### src/rtl/tmr_pkg.sv
package tmr_pkg;
  localparam int ADDR_W  = 3;
  localparam int DATA_W  = 8;
  localparam int CNT_W   = 16;
  localparam int IRQ_BIT = 6;

  localparam logic [ADDR_W-1:0] ADR_RAW   = 3'd0;
  localparam logic [ADDR_W-1:0] ADR_PEND  = 3'd1;
  localparam logic [ADDR_W-1:0] ADR_MASK  = 3'd2;
  localparam logic [ADDR_W-1:0] ADR_CLR   = 3'd3;
  localparam logic [ADDR_W-1:0] ADR_BYTE0 = 3'd4;  // byte i of latch/count at ADR_BYTE0+i
  localparam logic [ADDR_W-1:0] ADR_GO    = 3'd6;
endpackage

### src/rtl/tmr_bus_dec.sv
module tmr_bus_dec
  import tmr_pkg::*;
#(
  parameter int NB = CNT_W / DATA_W
) (
  input  logic [ADDR_W-1:0]  addr_i,
  input  logic               we_i,
  input  logic [DATA_W-1:0]  wdata_i,
  input  logic [CNT_W-1:0]   cnt_i,
  input  logic               req_i,
  input  logic               mask_i,
  output logic [NB-1:0]      ld_byte_o,
  output logic               go_o,
  output logic               clr_o,
  output logic               mask_we_o,
  output logic               mask_val_o,
  output logic [DATA_W-1:0]  rdata_o
);
  for (genvar i = 0; i < NB; i++) begin : g_ld
    assign ld_byte_o[i] = we_i && (addr_i == ADR_BYTE0 + ADDR_W'(i));
  end

  assign go_o       = we_i && (addr_i == ADR_GO);
  assign clr_o      = we_i && (addr_i == ADR_CLR) && wdata_i[IRQ_BIT];
  assign mask_we_o  = we_i && (addr_i == ADR_MASK);
  assign mask_val_o = wdata_i[IRQ_BIT];

  always_comb begin
    rdata_o = '0;
    case (addr_i)
      ADR_RAW:  rdata_o[IRQ_BIT] = req_i;
      ADR_PEND: rdata_o[IRQ_BIT] = req_i & mask_i;
      ADR_MASK: rdata_o[IRQ_BIT] = mask_i;
      default: begin
        for (int i = 0; i < NB; i++) begin
          if (addr_i == ADR_BYTE0 + ADDR_W'(i)) rdata_o = cnt_i[i*DATA_W +: DATA_W];
        end
      end
    endcase
  end
endmodule

### src/rtl/tmr_reload_cnt.sv
module tmr_reload_cnt
  import tmr_pkg::*;
#(
  parameter int NB = CNT_W / DATA_W
) (
  input  logic              clk_i,
  input  logic              rst_ni,
  input  logic              tick_i,
  input  logic [NB-1:0]     ld_byte_i,
  input  logic [DATA_W-1:0] wdata_i,
  input  logic              go_i,
  output logic [CNT_W-1:0]  cnt_o,
  output logic              evt_o
);
  logic [CNT_W-1:0] latch_q, cnt_q;

  for (genvar i = 0; i < NB; i++) begin : g_latch
    always_ff @(posedge clk_i or negedge rst_ni) begin
      if (!rst_ni)           latch_q[i*DATA_W +: DATA_W] <= '0;
      else if (ld_byte_i[i]) latch_q[i*DATA_W +: DATA_W] <= wdata_i;
    end
  end

  wire cnt_zero = (cnt_q == '0);

  always_ff @(posedge clk_i or negedge rst_ni) begin
    if (!rst_ni)     cnt_q <= '0;
    else if (go_i)   cnt_q <= latch_q;
    else if (tick_i) cnt_q <= cnt_zero ? latch_q : cnt_q - 1'b1;
  end

  assign evt_o = tick_i && cnt_zero;
  assign cnt_o = cnt_q;


  dec_step_chk: assert property (@(posedge clk_i) disable iff (!rst_ni)
    tick_i && !go_i && !cnt_zero |=> cnt_q == CNT_W'($past(cnt_q) - 1'b1));

  cnt_hold_chk: assert property (@(posedge clk_i) disable iff (!rst_ni)
    !tick_i && !go_i |=> $stable(cnt_q));

  zero_reload_chk: assert property (@(posedge clk_i) disable iff (!rst_ni)
    tick_i && !go_i && cnt_zero |=> cnt_q == $past(latch_q));

  go_reload_chk: assert property (@(posedge clk_i) disable iff (!rst_ni)
    go_i |=> cnt_q == $past(latch_q));
endmodule

### src/rtl/tmr_irq_ctl.sv
module tmr_irq_ctl (
  input  logic clk_i,
  input  logic rst_ni,
  input  logic evt_i,
  input  logic clr_i,
  input  logic mask_we_i,
  input  logic mask_val_i,
  output logic req_o,
  output logic mask_o,
  output logic irq_o
);
  logic req_q, mask_q, irq_q;

  always_ff @(posedge clk_i or negedge rst_ni) begin
    if (!rst_ni) begin
      req_q  <= 1'b0;
      mask_q <= 1'b0;
      irq_q  <= 1'b0;
    end else begin
      req_q <= evt_i | (req_q & ~clr_i);  // set beats clear
      if (mask_we_i) mask_q <= mask_val_i;
      irq_q <= req_q & mask_q;
    end
  end

  assign req_o  = req_q;
  assign mask_o = mask_q;
  assign irq_o  = irq_q;


  evt_set_chk: assert property (@(posedge clk_i) disable iff (!rst_ni)
    evt_i |=> req_q);

  clr_chk: assert property (@(posedge clk_i) disable iff (!rst_ni)
    clr_i && !evt_i |=> !req_q);

  req_sticky_chk: assert property (@(posedge clk_i) disable iff (!rst_ni)
    req_q && !clr_i |=> req_q);

  irq_follow_chk: assert property (@(posedge clk_i) disable iff (!rst_ni)
    1'b1 |=> irq_q == ($past(req_q) && $past(mask_q)));
endmodule

### src/rtl/tmr_irq_unit.sv
module tmr_irq_unit
  import tmr_pkg::*;
(
  input  logic              clk_i,
  input  logic              rst_ni,
  input  logic              tick_i,
  input  logic [ADDR_W-1:0] addr_i,
  input  logic              we_i,
  input  logic [DATA_W-1:0] wdata_i,
  output logic [DATA_W-1:0] rdata_o,
  output logic              irq_o
);
  localparam int NB = CNT_W / DATA_W;

  logic [NB-1:0]    ld_byte;
  logic             go, clr, mask_we, mask_val, evt, req, mask;
  logic [CNT_W-1:0] cnt;

  tmr_bus_dec #(.NB(NB)) i_dec (
    .addr_i(addr_i), .we_i(we_i), .wdata_i(wdata_i), .cnt_i(cnt),
    .req_i(req), .mask_i(mask), .ld_byte_o(ld_byte), .go_o(go),
    .clr_o(clr), .mask_we_o(mask_we), .mask_val_o(mask_val), .rdata_o(rdata_o)
  );

  tmr_reload_cnt #(.NB(NB)) i_cnt (
    .clk_i(clk_i), .rst_ni(rst_ni), .tick_i(tick_i), .ld_byte_i(ld_byte),
    .wdata_i(wdata_i), .go_i(go), .cnt_o(cnt), .evt_o(evt)
  );

  tmr_irq_ctl i_irq (
    .clk_i(clk_i), .rst_ni(rst_ni), .evt_i(evt), .clr_i(clr),
    .mask_we_i(mask_we), .mask_val_i(mask_val), .req_o(req),
    .mask_o(mask), .irq_o(irq_o)
  );


  go_no_set_chk: assert property (@(posedge clk_i) disable iff (!rst_ni)
    go && !evt && !req |=> !req);
endmodule

### config.mk
export PLATFORM = sky130hd
export DESIGN_NAME = tmr_irq_unit
export DESIGN_NICKNAME = d
export VERILOG_FILES = /design/src/rtl/tmr_pkg.sv /design/src/rtl/tmr_bus_dec.sv /design/src/rtl/tmr_reload_cnt.sv /design/src/rtl/tmr_irq_ctl.sv /design/src/rtl/tmr_irq_unit.sv
export SDC_FILE = /design/constraint.sdc
export NUM_CORES = 1
export LEC_CHECK = 0
export ABC_AREA = 0
export BUFFER_PORTS_ARGS = -buffer_cell sky130_fd_sc_hd__buf_2
export CAP_MARGIN = 15
export CORE_UTILIZATION = 57
export DETAILED_ROUTE_END_ITERATION = 7
export PLACE_DENSITY = 0.79
export SYNTH_ARGS = -nofsm -noshare
export SYNTH_HDL_FRONTEND = slang
export SYNTH_SLANG_ARGS = --single-unit
export TNS_END_PERCENT = 10
### constraint.sdc
create_clock -name clk_i -period 2.3 [get_ports clk_i]
set_clock_uncertainty 0.15 [all_clocks]
set_input_delay 0.115 -clock clk_i [delete_from_list [all_inputs] [get_ports clk_i]]
set_output_delay 0.115 -clock clk_i [all_outputs]
set_load 0.01 [all_outputs]
==> run_results.csv <==
group,metric,value,unit
status,outcome,"completed",
synthesis,synth_nets,211,
clocking,cts.sinks,35,
worst_setup_path,path_class,"flip-flop to flip-flop",
worst_setup_path,crit_slowest_cell,"dfrtp_1",
synthesis,yosys.area_share.simple,0.172,
detailed_routing,route.detailed.drc,0,
synthesis,synth_edf_count,0,
synthesis,synth.avg_cell_area,10.1,µm²
detailed_routing,first_iter_violations,77,
worst_setup_path,reg2reg_to,"i_cnt.cnt_o[3]$_DFFE_PN0P_",
worst_setup_path,setup.reg_to_reg.worst_slack,150,ps
detailed_routing,routed_wl,5.09,mm
synthesis,synth-compound-area-share,0.188,
synthesis,muxShareOfSynthArea,0.143,
synthesis,synth-main-ff-cell,"dfrtp_1",
detailed_routing,drt-wirelength-per-cell,17.9,µm
timing,drv_slew,0,
worst_setup_path,crit_chain,"inv_1, ha_1, nor4b_1, buf_4, nand4b_4, nand2_2, o21ai_0, a221o_1",
worst_hold_path,hp-start,"we_i",
worst_hold_path,worstHoldPathCells,4,
timing,worst_pin_slew,1050,ps
clocking,clkTransAtPathRegs,110,ps
power_and_ir_drop,total_leakage_power,0.00107,µW
run,drv_cap,0,
detailed_routing,num_vias,1790,
timing,slew_headroom,0.297,
timing,tns,0,ps
die,boundaryPins,24,
synthesis,synthArstFlopShare,1.00,
worst_setup_path,rr_startpoint,"i_cnt.cnt_o[0]$_DFFE_PN0P_",
worst_setup_path,cp-end-kind,"flip-flop",
worst_setup_path,reg2reg_depth,8,
placement,dp_hpwl,3.65,mm
die,initial_core_util,0.621,
synthesis,ys_warn_count,0,
clocking,clock_latency,340,ps
synthesis,post_synth_fa_ha_maj_area_fraction,0.0128,
global_routing,grt_max_degree,36,
worst_hold_path,min_path_type,"input pin to flip-flop",
synthesis,synth_top_family_by_area,"compound AO/OA/AOI/OAI gates",
placement,postPlaceCellArea,2180,µm²
placement,gp_congestion,0.939,
detailed_routing,dr.pass1.iters,5,
synthesis,synth_xor_xnor_area_share,0,
timing,fmax,0.464,GHz
cells_and_area,nets,256,
die,die_w,60.6,µm
global_routing,grt-ovfl-total,0,
die,dieArea,3670,µm²
synthesis,ys_seq_elements,35,
global_routing,grtUsageTotal,0.313,
worst_hold_path,min_to,"i_irq.req_o$_DFF_PN0_",
global_routing,antenna_found_initial,0,
clocking,cts_made_buffers,5,
timing,min_period_over_period,0.937,
timing,setup_viol,0,
power_and_ir_drop,power_density,804,nW/µm²
cells_and_area,fin_util,0.743,
cells_and_area,drive_gt1_frac,0.271,
timing,holdWs,17.8,ps
worst_setup_path,cpPeakStageDelay,420,ps
clocking,clock_path_buffers,2,
clocking,htreeDepth,2,
cells_and_area,diodes,0,
cells_and_area,syn_to_final_growth,19.7,%
worst_setup_path,critPathMaxFanout,7,
detailed_routing,viasPerCell,6.30,
cells_and_area,final_area,2340,µm²
die,num_rows,20,
worst_setup_path,startpoint_type,"flip-flop",
clocking,clock-root-buffer,"clkbuf_4",
synthesis,netlist_instances,194,
placement,io_buffer_count,23,
detailed_routing,final_antenna_net_count,0,
worst_setup_path,crit_required,2390,ps
die,core_area,3150,µm²
die,die_h,60.6,µm
timing,min_period,2150,ps
synthesis,yosysSeqAreaShare,0.447,
global_routing,grt_pass1_wl,8.16,mm
clocking,cts_tree,"built",
synthesis,synth.distinct_cells,42,
worst_setup_path,critical_path_arrival,2240,ps
timing,hold_viol,0,
global_routing,grt_pass1_vias,1714,
timing,rsz0062_at_grt,"no",
synthesis,netlist_area,1960,µm²
power_and_ir_drop,peakVddDrop,0.506,mV
[synthesized netlist by cell type, types with 3 or more instances]
library cell / number / area, µm²
mux2i_1: 10 / 100
nand2_1: 9 / 33.8
inv_1: 7 / 26.3
o21a_1: 6 / 45.0
and3_1: 3 / 18.8
a31oi_1: 6 / 37.5
nand4_1: 4 / 25.0
nor2_1: 16 / 60.1
a21oi_1: 13 / 65.1
o21ai_0: 10 / 50.1
nor4_1: 3 / 18.8
mux2_2: 16 / 180
clkbuf_1: 5 / 18.8
dfrtp_1: 35 / 876
nor3_1: 10 / 50.1
nand3_1: 3 / 15.0
o22a_1: 5 / 43.8
o22ai_1: 3 / 18.8
[registers in the layout (all words and copies together) (netlist names)]
register       cells
i_irq.irq_o        1
i_irq.req_o        1
i_cnt.cnt_o       16
i_irq.mask_o       1
i_cnt.latch_q     16
[worst max-delay path by stage]
stage | end | cells after the start | start
floorplan | i_cnt.cnt_o[3]$_DFFE_PN0P_ | 7 | i_cnt.cnt_o[0]$_DFFE_PN0P_
global placement | i_cnt.cnt_o[5]$_DFFE_PN0P_ | 9 | i_cnt.cnt_o[0]$_DFFE_PN0P_
detailed placement | i_cnt.cnt_o[3]$_DFFE_PN0P_ | 8 | i_cnt.cnt_o[0]$_DFFE_PN0P_
CTS | i_cnt.cnt_o[3]$_DFFE_PN0P_ | 8 | i_cnt.cnt_o[0]$_DFFE_PN0P_
global route | i_cnt.cnt_o[15]$_DFFE_PN0P_ | 5 | i_cnt.cnt_o[12]$_DFFE_PN0P_
finish | i_cnt.cnt_o[3]$_DFFE_PN0P_ | 8 | i_cnt.cnt_o[0]$_DFFE_PN0P_
[area by class of cell]
type                            count  area [µm²]
Tap cell                           44        55.1
Inverter                            7        26.3
Sequential cell                    35         876
Clock buffer                        6        41.3
Clock inverter                      2        12.5
Multi-Input combinational cell    143        1010
Fill cell                         241         810
Timing Repair Buffer               47         323
[metrics by stage]
| stage | total power (µW) | instances | setup WS, ps |
|---|---|---|---|
| global route | 2000 | 284 | 24.0 |
| floorplan | 1290 | 194 | 232 |
| CTS | 1880 | 284 | 153 |
| detailed placement | 1540 | 265 | 185 |
| finish | 1890 | 284 | 145 |
| global placement | 1520 | 265 | 244 |
[report_power, final]
part	switching [µW]	total [µW]	internal, µW	leakage, µW
combinational	278	572	295	0.000622
clock	212	330	118	0.0000282
sequential	198	982	784	0.000416
[cell families (layout without fill, tap and decap cells)]
kind of cell / after synthesis / after routing
simple gates: 60 / 60
compound gates: 55 / 55
flops: 35 / 35
mux: 26 / 26
buf+inv: 16 / 62
fa+ha+maj: 2 / 2
[what timing repair did]
| item | CTS | global route |
|---|---|---|
| buffers inserted | 0 | 0 |
| hold buffers | 11 | 0 |
| resized for setup | 0 | 0 |
| endpoints found under the hold margin | 54 | 0 |
[placed cells by master, fill, tap and decap left out, drive strengths merged, types with 2 or more instances in the layout]
master	n
dfrtp	35
and3	3
a21oi	13
nand2	10
mux2i	10
inv	7
o22a	5
ha	2
a211o	2
nor4b	2
clkbuf	6
dlygate4sd3	11
nand4	4
nor4	3
o21a	6
o21ai	10
nor3b	2
and2	2
nor3	10
nand3	3
a2bb2oi	3
buf	36
o311ai	2
a22oi	2
mux2	16
o22ai	3
a31oi	6
nand4b	2
nor2	16
[critical path: cells and delay by family (launching register included)]
kind                       cells  cell delay (ps)
and+or+nand+nor                3              550
AOI/OAI and AO/OA              2              480
DFF                            1              420
buffers and inverters          2              290
adders and majority gates      1              150
[per-layer routing]
metal  track usage  share of wire
met2         0.512           0.48
met1         0.411           0.44
met4         0.120          0.017
met5             0              0
met3        0.0661          0.064
Note: power is estimated with default switching activity, not from simulation.
